`src/rtl/manch_rx_pkg.sv`:
```
package manch_rx_pkg;

  localparam logic [2:0] IRQ_SRC_START = 3'b001;
  localparam logic [2:0] IRQ_SRC_FULL  = 3'b100;

  typedef enum logic [1:0] {
    ST_HUNT   = 2'd0,
    ST_FIRST  = 2'd1,
    ST_SECOND = 2'd2
  } dec_state_t;

  function automatic logic vote3(input logic a, input logic b, input logic c);
    return (a & b) | (a & c) | (b & c);
  endfunction

endpackage

```
`src/rtl/manch_baud_gen.sv`:
```
module manch_baud_gen #(
  parameter int FINE_W   = 4,
  parameter int COARSE_W = 2
) (
  input  logic                clk,
  input  logic                rst,
  input  logic                run,
  input  logic [FINE_W-1:0]   fine,
  input  logic [COARSE_W-1:0] coarse,
  output logic                tick
);
  localparam int CNT_W = FINE_W + (1 << COARSE_W);

  logic [CNT_W-1:0] cnt;
  logic [CNT_W-1:0] fine_fac;
  logic [CNT_W-1:0] limit;

  assign fine_fac = CNT_W'(fine) + CNT_W'(1);
  assign limit    = (fine_fac << coarse) - CNT_W'(1);

  always_ff @(posedge clk) begin
    if (rst || !run) begin
      cnt  <= '0;
      tick <= 1'b0;
    end else if (cnt >= limit) begin
      cnt  <= '0;
      tick <= 1'b1;
    end else begin
      cnt  <= cnt + CNT_W'(1);
      tick <= 1'b0;
    end
  end

  // tick only while running
  p_tick_needs_run_r1: assert property (@(posedge clk) disable iff (rst)
    !run |=> !tick);

endmodule

```
`src/rtl/manch_symbol_sampler.sv`:
```
module manch_symbol_sampler
  import manch_rx_pkg::*;
#(
  parameter int OSR = 16
) (
  input  logic clk,
  input  logic rst,
  input  logic run,
  input  logic tick,
  input  logic line_in,
  output logic sym_valid,
  output logic sym_level
);
  localparam int PH_W = $clog2(OSR);
  localparam int MID  = OSR / 2;

  logic            meta_q, sync_q, last_q;
  logic [PH_W-1:0] phase_q, ph_now;
  logic            v_early, v_mid;

  always_ff @(posedge clk) begin
    if (rst) begin
      meta_q <= 1'b0;
      sync_q <= 1'b0;
    end else begin
      meta_q <= line_in;
      sync_q <= meta_q;
    end
  end

  always_comb begin
    if (sync_q != last_q)
      ph_now = '0;
    else if (phase_q == PH_W'(OSR - 1))
      ph_now = '0;
    else
      ph_now = phase_q + PH_W'(1);
  end

  always_ff @(posedge clk) begin
    if (rst || !run) begin
      last_q    <= 1'b0;
      phase_q   <= '0;
      v_early   <= 1'b0;
      v_mid     <= 1'b0;
      sym_valid <= 1'b0;
      sym_level <= 1'b0;
    end else begin
      sym_valid <= 1'b0;
      if (tick) begin
        last_q  <= sync_q;
        phase_q <= ph_now;
        if (ph_now == PH_W'(MID - 1)) v_early <= sync_q;
        if (ph_now == PH_W'(MID))     v_mid   <= sync_q;
        if (ph_now == PH_W'(MID + 1)) begin
          sym_valid <= 1'b1;
          sym_level <= vote3(v_early, v_mid, sync_q);
        end
      end
    end
  end

  // symbols are spaced by many ticks, never back to back
  p_sym_gap_r1: assert property (@(posedge clk) disable iff (rst)
    sym_valid |=> !sym_valid);

endmodule

```
`src/rtl/manch_frame_decoder.sv`:
```
module manch_frame_decoder
  import manch_rx_pkg::*;
#(
  parameter int DATA_W = 8
) (
  input  logic              clk,
  input  logic              rst,
  input  logic              run,
  input  logic              sym_valid,
  input  logic              sym_level,
  output logic              start_pulse,
  output logic              byte_valid,
  output logic [DATA_W-1:0] byte_data,
  output logic              synced
);
  localparam int BC_W = $clog2(DATA_W);

  dec_state_t        state;
  logic              prev2, prev1;
  logic [BC_W-1:0]   bitcnt;
  logic [DATA_W-2:0] shreg;
  logic              start_cond;

  assign start_cond = sym_valid && !prev2 && prev1 && sym_level &&
                      (state == ST_HUNT || state == ST_SECOND);
  assign synced = (state != ST_HUNT);

  always_ff @(posedge clk) begin
    if (rst || !run) begin
      state       <= ST_HUNT;
      prev2       <= 1'b1;
      prev1       <= 1'b1;
      bitcnt      <= '0;
      shreg       <= '0;
      start_pulse <= 1'b0;
      byte_valid  <= 1'b0;
      byte_data   <= '0;
    end else begin
      start_pulse <= 1'b0;
      byte_valid  <= 1'b0;
      if (sym_valid) begin
        prev2 <= prev1;
        prev1 <= sym_level;
        if (start_cond) begin
          state       <= ST_FIRST;
          bitcnt      <= '0;
          start_pulse <= 1'b1;
        end else begin
          unique case (state)
            ST_FIRST: state <= ST_SECOND;
            ST_SECOND: begin
              if (prev1 != sym_level) begin
                state <= ST_FIRST;
                if (bitcnt == BC_W'(DATA_W - 1)) begin
                  byte_valid <= 1'b1;
                  byte_data  <= {shreg, prev1};
                  bitcnt     <= '0;
                end else begin
                  shreg  <= {shreg[DATA_W-3:0], prev1};
                  bitcnt <= bitcnt + BC_W'(1);
                end
              end else begin
                state <= ST_HUNT;
              end
            end
            default: state <= ST_HUNT;
          endcase
        end
      end
    end
  end

  // nothing is emitted in the cycle after an unsynchronised cycle
  p_hunt_no_byte_r4: assert property (@(posedge clk) disable iff (rst)
    (!synced) |=> !byte_valid);
  // a start never coincides with a completed byte
  p_start_excl_r3: assert property (@(posedge clk) disable iff (rst)
    !(start_pulse && byte_valid));

endmodule

```
`src/rtl/manch_rx_fifo.sv`:
```
module manch_rx_fifo #(
  parameter int DATA_W = 8,
  parameter int DEPTH  = 4
) (
  input  logic              clk,
  input  logic              rst,
  input  logic              flush,
  input  logic              ov_clear,
  input  logic              wr_en,
  input  logic [DATA_W-1:0] wr_data,
  input  logic              rd_en,
  output logic [DATA_W-1:0] rd_data,
  output logic [$clog2(DEPTH):0] count,
  output logic              overrun
);
  localparam int AW    = $clog2(DEPTH);
  localparam int CNT_W = AW + 1;

  logic [DATA_W-1:0] mem [DEPTH];
  logic [AW-1:0]     wptr, rptr;
  logic              pop, push;

  assign pop  = rd_en && (count != '0) && !flush;
  assign push = wr_en && !flush && ((count != CNT_W'(DEPTH)) || pop);

  always_ff @(posedge clk) begin
    if (push) mem[wptr] <= wr_data;
  end

  always_ff @(posedge clk) begin
    if (rst) begin
      rd_data <= '0;
    end else if (pop) begin
      rd_data <= mem[rptr];
    end
  end

  always_ff @(posedge clk) begin
    if (rst || flush) begin
      wptr  <= '0;
      rptr  <= '0;
      count <= '0;
    end else begin
      if (push) wptr <= wptr + AW'(1);
      if (pop)  rptr <= rptr + AW'(1);
      case ({push, pop})
        2'b10:   count <= count + CNT_W'(1);
        2'b01:   count <= count - CNT_W'(1);
        default: count <= count;
      endcase
    end
  end

  always_ff @(posedge clk) begin
    if (rst || ov_clear) overrun <= 1'b0;
    else if (wr_en && !flush && !push) overrun <= 1'b1;
  end

  // popping an empty FIFO with no write keeps it empty
  p_empty_pop_r6: assert property (@(posedge clk) disable iff (rst)
    (count == '0 && !wr_en) |=> (count == '0));
  // a write into a full FIFO without a pop raises overrun
  p_full_drop_r7: assert property (@(posedge clk) disable iff (rst)
    (count == CNT_W'(DEPTH) && wr_en && !rd_en && !flush && !ov_clear) |=> overrun);
  // overrun is sticky
  p_ov_sticky_r7: assert property (@(posedge clk) disable iff (rst)
    (overrun && !ov_clear) |=> overrun);

endmodule

```
`src/rtl/manch_rx_frontend.sv`:
```
module manch_rx_frontend
  import manch_rx_pkg::*;
#(
  parameter int DATA_W     = 8,
  parameter int FIFO_DEPTH = 4,
  parameter int OSR        = 16,
  parameter int FINE_W     = 4,
  parameter int COARSE_W   = 2
) (
  input  logic                          clk,
  input  logic                          rst,
  input  logic                          line_in,
  input  logic                          rx_en,
  input  logic                          dec_en,
  input  logic [FINE_W-1:0]             fine_div,
  input  logic [COARSE_W-1:0]           coarse_div,
  input  logic [2:0]                    irq_sel,
  input  logic                          rd_en,
  output logic [DATA_W-1:0]             rd_data,
  output logic [$clog2(FIFO_DEPTH):0]   fifo_count,
  output logic                          synced,
  output logic                          overrun,
  output logic                          irq
);
  localparam int CNT_W = $clog2(FIFO_DEPTH) + 1;

  logic              active;
  logic              os_tick;
  logic              sym_valid, sym_level;
  logic              start_pulse, byte_valid;
  logic [DATA_W-1:0] byte_data;
  logic              fifo_full;

  assign active    = rx_en && dec_en;
  assign fifo_full = (fifo_count == CNT_W'(FIFO_DEPTH));

  manch_baud_gen #(.FINE_W(FINE_W), .COARSE_W(COARSE_W)) u_baud (
    .clk(clk), .rst(rst), .run(active),
    .fine(fine_div), .coarse(coarse_div), .tick(os_tick)
  );

  manch_symbol_sampler #(.OSR(OSR)) u_sampler (
    .clk(clk), .rst(rst), .run(active), .tick(os_tick),
    .line_in(line_in), .sym_valid(sym_valid), .sym_level(sym_level)
  );

  manch_frame_decoder #(.DATA_W(DATA_W)) u_decoder (
    .clk(clk), .rst(rst), .run(active),
    .sym_valid(sym_valid), .sym_level(sym_level),
    .start_pulse(start_pulse), .byte_valid(byte_valid),
    .byte_data(byte_data), .synced(synced)
  );

  manch_rx_fifo #(.DATA_W(DATA_W), .DEPTH(FIFO_DEPTH)) u_fifo (
    .clk(clk), .rst(rst),
    .flush(start_pulse || !active), .ov_clear(!active),
    .wr_en(byte_valid), .wr_data(byte_data), .rd_en(rd_en),
    .rd_data(rd_data), .count(fifo_count), .overrun(overrun)
  );

  always_ff @(posedge clk) begin
    if (rst) irq <= 1'b0;
    else irq <= active &&
                (((irq_sel == IRQ_SRC_START) && start_pulse) ||
                 ((irq_sel == IRQ_SRC_FULL) && fifo_full));
  end

  // a start leaves an empty FIFO
  p_start_flush_r3: assert property (@(posedge clk) disable iff (rst)
    start_pulse |=> (fifo_count == '0));
  // disabled decoding clears queue, flag and sync
  p_off_clear_r5: assert property (@(posedge clk) disable iff (rst)
    !active |=> (fifo_count == '0 && !overrun && !synced));
  // full source follows the fill level
  p_irq_full_r8: assert property (@(posedge clk) disable iff (rst)
    (active && irq_sel == IRQ_SRC_FULL && fifo_full) |=> irq);
  // unused source codes keep irq low
  p_irq_quiet_r8: assert property (@(posedge clk) disable iff (rst)
    (irq_sel != IRQ_SRC_START && irq_sel != IRQ_SRC_FULL) |=> !irq);

endmodule

```
`config.mk`:
```
export PLATFORM = sky130hd
export DESIGN_NAME = manch_rx_frontend
export DESIGN_NICKNAME = d
export VERILOG_FILES = /design/src/rtl/manch_rx_pkg.sv /design/src/rtl/manch_baud_gen.sv /design/src/rtl/manch_symbol_sampler.sv /design/src/rtl/manch_frame_decoder.sv /design/src/rtl/manch_rx_fifo.sv /design/src/rtl/manch_rx_frontend.sv
export SDC_FILE = /design/constraint.sdc
export NUM_CORES = 1
export LEC_CHECK = 0
export BUFFER_PORTS_ARGS = -buffer_cell sky130_fd_sc_hd__clkbuf_2
export CORE_ASPECT_RATIO = 1.4
export CORE_UTILIZATION = 45
export CTS_CLUSTER_DIAMETER = 40
export CTS_CLUSTER_SIZE = 20
export DETAILED_ROUTE_END_ITERATION = 16
export PLACE_DENSITY = 0.6
export SETUP_SLACK_MARGIN = 0.4
export SYNTH_ARGS = -nofsm -noshare
export SYNTH_HDL_FRONTEND = slang
export SYNTH_SLANG_ARGS = --single-unit
```
`constraint.sdc`:
```
create_clock -name clk -period 5.8 [get_ports clk]
set_input_delay 1.16 -clock clk [delete_from_list [all_inputs] [get_ports clk]]
set_output_delay 1.16 -clock clk [all_outputs]
set_load 0.05 [all_outputs]
```
After elaboration in Yosys (flattened, before gate mapping). Memories as Yosys holds them, arrays and structs flattened. A register that Yosys moved wholly into a read port is not among the register bits. Index checks and enable logic that the tools add are counted.

$add $sub $neg: 9. Order comparisons: 1. Eq/ne operators: 15. Shift-type cells: 1. Multiplexer cells: 16. Bitwise logic cells: 11. Reduce and logical (&&, ||, !) cells: 39.

Operators by type and width (count): $logic_and A1 B1 Y1 (13); $eq A4 B4 Y1 const B (3); $mux W3 (4); $reduce_and A5 Y1 (2); $eq A3 B3 Y1 const B (3); $add A8 B1 Y8 const B (1); $ge A8 B8 Y1 (1); $mux W4 (2); $reduce_bool A2 Y1 (4); $shl A8 B2 Y8 (1); $sub A8 B1 Y8 const B (1); $mux W1 (7); $add A3 B1 Y3 const B (2); $logic_or A1 B1 Y1 (6); $not A1 Y1 (6); $pmux W3 S2 (1); $reduce_and A2 Y1 (3); $reduce_or A2 Y1 (3); $add A4 B1 Y5 const B (1); $reduce_or A5 Y1 (1); $add A2 B1 Y2 const B (2); $add A4 B1 Y4 const B (1); $eq A2 B1 Y1 const B (2); $eq A2 B2 Y1 const B (2); other kinds (13) (20).

Bits in registers: 53. Bits in writable memories: 32. Output and inout port bits: 14. Memories kept: 1.

Memories: u_fifo.mem (depth 4, bits a word 8, rd ports 1, clocked after memory_dff 1, write ports 1, line manch_rx_fifo.sv:19) `logic [DATA_W-1:0] mem [DEPTH];`.

Longest topological paths before layout.
Word-level depth: 9. Mapped depth: 13. Depth with buffers taken out: 12.

Hierarchy. From an unflattened synthesis, not the netlist that was laid out.

Cells, all modules: 425. Area total of the unflattened synthesis: 4551.9 um^2.

By module, submodules not included: manch_rx_fifo (times used 1, cells an instance 139, area an instance 1989.4 um^2, seq. area each 1281.2 um^2); manch_baud_gen (times used 1, cells an instance 128, area an instance 1001.0 um^2, seq. area each 180.2 um^2); manch_frame_decoder (times used 1, cells an instance 97, area an instance 982.2 um^2, seq. area each 480.5 um^2); manch_symbol_sampler (times used 1, cells an instance 53, area an instance 504.2 um^2, seq. area each 220.2 um^2); manch_rx_frontend (times used 1, cells an instance 8, area an instance 75.1 um^2, seq. area each 20.0 um^2).

Worst setup path after synthesis. Ideal clock, no wire load.

Path kind: input to register. Start: input fine_div[0]. End: register u_baud.cnt[0]. Library setup time: 86 ps. Arrival: 3698 ps. Required time: 5714 ps. Path slack: 2015 ps. Stages: 10. Path buffers: 0. Cells stage by stage: ha_1 > nand2b_1 > a221o_2 > a311o_2 > nor3_1 > nor3b_1 > ha_1 > a211oi_1 > o211ai_1 > a211oi_1.

Longest elaborated chain between the ends: 5.

Ends and longest elaborated chain: start, declared (line manch_rx_frontend.sv:15) `input logic [FINE_W-1:0] fine_div,`; $add A4 B1 Y5 (line manch_baud_gen.sv:18) `assign fine_fac = CNT_W'(fine) + CNT_W'(1);`; $shl A8 B2 Y8 (line manch_baud_gen.sv:19) `assign limit = (fine_fac << coarse) - CNT_W'(1);`; $sub A8 B1 Y8 (line manch_baud_gen.sv:19); $ge A8 B8 Y1 (line manch_baud_gen.sv:25) `end else if (cnt >= limit) begin`; $reduce_or A2 Y1 (no line); end signal, assigned (line manch_baud_gen.sv:29) `cnt <= cnt + CNT_W'(1);`; end, declared (line manch_baud_gen.sv:14) `logic [CNT_W-1:0] cnt;`.

No other way between the ends. A chain may end at the register's enable or synchronous reset.

Worst setup path after layout.
Start: input fine_div[0]. End: register u_baud.cnt[5].

The elaborated chain is that of the path after synthesis.

==> flow_summary.toml <==
[outcome]
outcome = "completed"

[global_routing]
grt-busiest-layer = "met2"
grt_util_met2 = 0.290
use_met1 = 0.214
grt_antenna_before_repair = 0
grt_overflow = 0
grt_usage = 0.171
met3_usage = 0.0358
grt_pass1_wl_um = 13600
grt_pass1_vias = 2853
grt_max_degree = 33

[timing]
slew_headroom = 0.410
slew_violations = 0
setup_viol = 0
max_freq_mhz = 252
finalHoldViolCount = 0
worst_slack_ps = 1840
rsz0062_at_grt = "false"
holdWs_ps = 447
fin_crit_ps = 3960
finalSetupTns_ps = 0
max_slew.worst_pin.slew_ps = 883
finalCritPeriodShare = 0.683
skew_ps = 6.29

[die]
coreArea_um2 = 9130
die_area_um2 = 9970
fp-row-count = 41
die_x_um = 84.7
initial_core_util = 0.472
chipHeight_um = 118
ioPinCount = 29

[pwr]
vdd_drop_max_mv = 0.166
finalPower_w = 0.00132
leakage_nw = 1.68
powerDensity_nw_per_um2 = 274

[worst_setup_path]
critPathLaunchType = "input port"
crit_type = "in -> reg"
cp_top_family = "compound AO/OA/AOI/OAI gates"
cp.buffers_inverters = 1
regToRegSetupSlack_ps = 3240
slowest_stage = "a221o_2"
critPathMaxFanout = 9
cp_data_arrival_time_ps = 4210
worstPathRequired_ps = 6040
max_stage_delay_ps = 430
crit_chain = "clkbuf_2 -> ha_1 -> nand2b_1 -> a221o_2 -> a311o_2 -> nor3_1 -> nor3b_1 -> ha_1 -> a211oi_1 -> o211ai_1 -> a211oi_1"
end_kind = "register"

[synthesis]
yosysTopAreaCell = "dfxtp_1"
syn_area_per_cell_um2 = 11.0
syn-instance-count = 392
synth_nets = 426
synth.area.top_cells = "dfxtp_1 (28%), edfxtp_1 (22%), ha_1 (5.2%)"
ys_seq_area_frac = 0.507
ys_types = 61
netlist_area_um2 = 4310
synth-main-ff-cell = "dfxtp_1"
yosysTopAreaCellShare = 0.283
synth-seq-cells = 93
ys_warn_count = 0
async_reset_ff_frac = 0
synth_edf_count = 32

[place]
gp_congestion = 0.776
place_ws_ps = 1500
io_buffers = 28
place_hpwl_um = 5630

[clock_network]
clk_pin_slew_ps = 60
cts-root-buf = "clkbuf_16"
clk_latency_ps = 340
post_cts_buffers = 0
cts_buffers = 9
ctsHoldBuffers = 0
cts_buffer_depth = 2
cts_resized = 0
cts_tree = "yes"
tritoncts_num_sinks = 93
cts.htree.levels = 3

[finish]
diodes = 0
nets = 451
layout_common_cells = "dfxtp_1 (61), nor2_1 (40), nand2_1 (34)"
seq_area_um2 = 2180
fillers = 839
layout-area-overhead-vs-synth_pct = 12.0
drive_above_1_share = 0.164
final_common_cell = "dfxtp_1"
multiInputGateArea_um2 = 2010

[detailed_routing]
wl_per_cell_um = 15.2
drc = 0
viasPerCell = 5.53
drt_iter0_drc = 148
ant_nets = 0
vias = 2923
wl_um = 8020
dr.pass1.iters = 6

[worst_hold_path]
hold_class = "reg -> reg"

[job]
maxCapViolCount = 0
## flip-flops by register name, indices dropped and copies added (netlist names), 2 cells and up
name,flops
u_fifo.count,3
u_sampler.phase_q,4
u_decoder.byte_data,8
u_decoder.shreg,7
u_baud.cnt,8
u_fifo.mem,32
u_decoder.state,2
u_fifo.wptr,2
u_fifo.rd_data,8
u_fifo.rptr,2
u_decoder.bitcnt,3
## power breakdown
group | internal, W | total [W] | leakage (nW) | switching (W)
Clock | 0.000331 | 0.000578 | 0.152 | 0.000247
Sequential | 0.000670 | 0.000671 | 0.733 | 0.00000116
Combinational | 0.0000291 | 0.0000726 | 0.797 | 0.0000435
## area by class of cell
cell class,instances,area share
Clock buffer,11,0.0547
Inverter,13,0.0101
Clock inverter,5,0.00752
Timing Repair Buffer,29,0.0306
Multi-Input combinational cell,271,0.417
Tap cell,107,0.0278
Sequential cell,93,0.452
## logic make-up (layout without fill, tap and decap cells)
group | Yosys count | count (layout) | share of synthesized area
simple gates | 134 | 134 | 0.161
flops | 93 | 93 | 0.507
compound gates | 67 | 67 | 0.111
mux | 33 | 33 | 0.102
buf+inv | 28 | 58 | 0.0267
fa+ha+maj | 20 | 20 | 0.0593
xor+xnor | 17 | 17 | 0.0346
## per-stage QoR
stage / cell area (um2) / util / cells
after floorplan: 4310 / - / 392
after global placement: 4520 / 0.495 / 513
after detailed placement: 4520 / 0.495 / 513
after CTS: 4820 / 0.528 / 529
after global routing: 4820 / 0.528 / 529
final: 4820 / 0.528 / 529
## synthesized netlist by cell type (3+ instances only)
master / number
a211oi_1: 14
a21o_1: 3
a21oi_1: 18
a31oi_1: 4
and2_1: 5
buf_2: 5
clkbuf_1: 8
dfxtp_1: 61
edfxtp_1: 32
ha_1: 18
inv_1: 12
mux2i_1: 22
mux4_2: 8
nand2_1: 34
nand2b_1: 5
nand3_1: 7
nand3b_1: 5
nor2_1: 40
nor2b_1: 9
nor3_1: 4
nor3b_1: 3
nor4b_1: 4
o211ai_1: 4
o21ai_0: 4
xnor2_1: 9
xor2_1: 8
## worst reg2reg max path, stage by stage (launching register included)
cell and delay, ps:
dfxtp_1 440, or3_1 190, nor2b_1 700, nand2_1 160, fa_1 400, inv_1 80
nor4b_1 50, a31oi_1 200, xnor2_1 140, nor2b_1 130
## layer usage
layer	vias up	routed length (um)
met3	9	266
met4	0	124
met5	-	0
li1	1475	-
met2	46	3880
met1	1393	3750
## path summary, 6_finish.rpt
path,from,to,cells past startpoint
min reg2reg,u_sampler.meta_q$_SDFF_PP0_,u_sampler.sync_q$_SDFF_PP0_,1
min,u_sampler.meta_q$_SDFF_PP0_,u_sampler.sync_q$_SDFF_PP0_,1
max,fine_div[0],u_baud.cnt[5]$_SDFF_PP0_,11
max reg2reg,u_fifo.count[0]$_SDFFE_PP0P_,u_fifo.count[2]$_SDFFE_PP0P_,9
No activity file was read; power rests on OpenSTA's default activity.
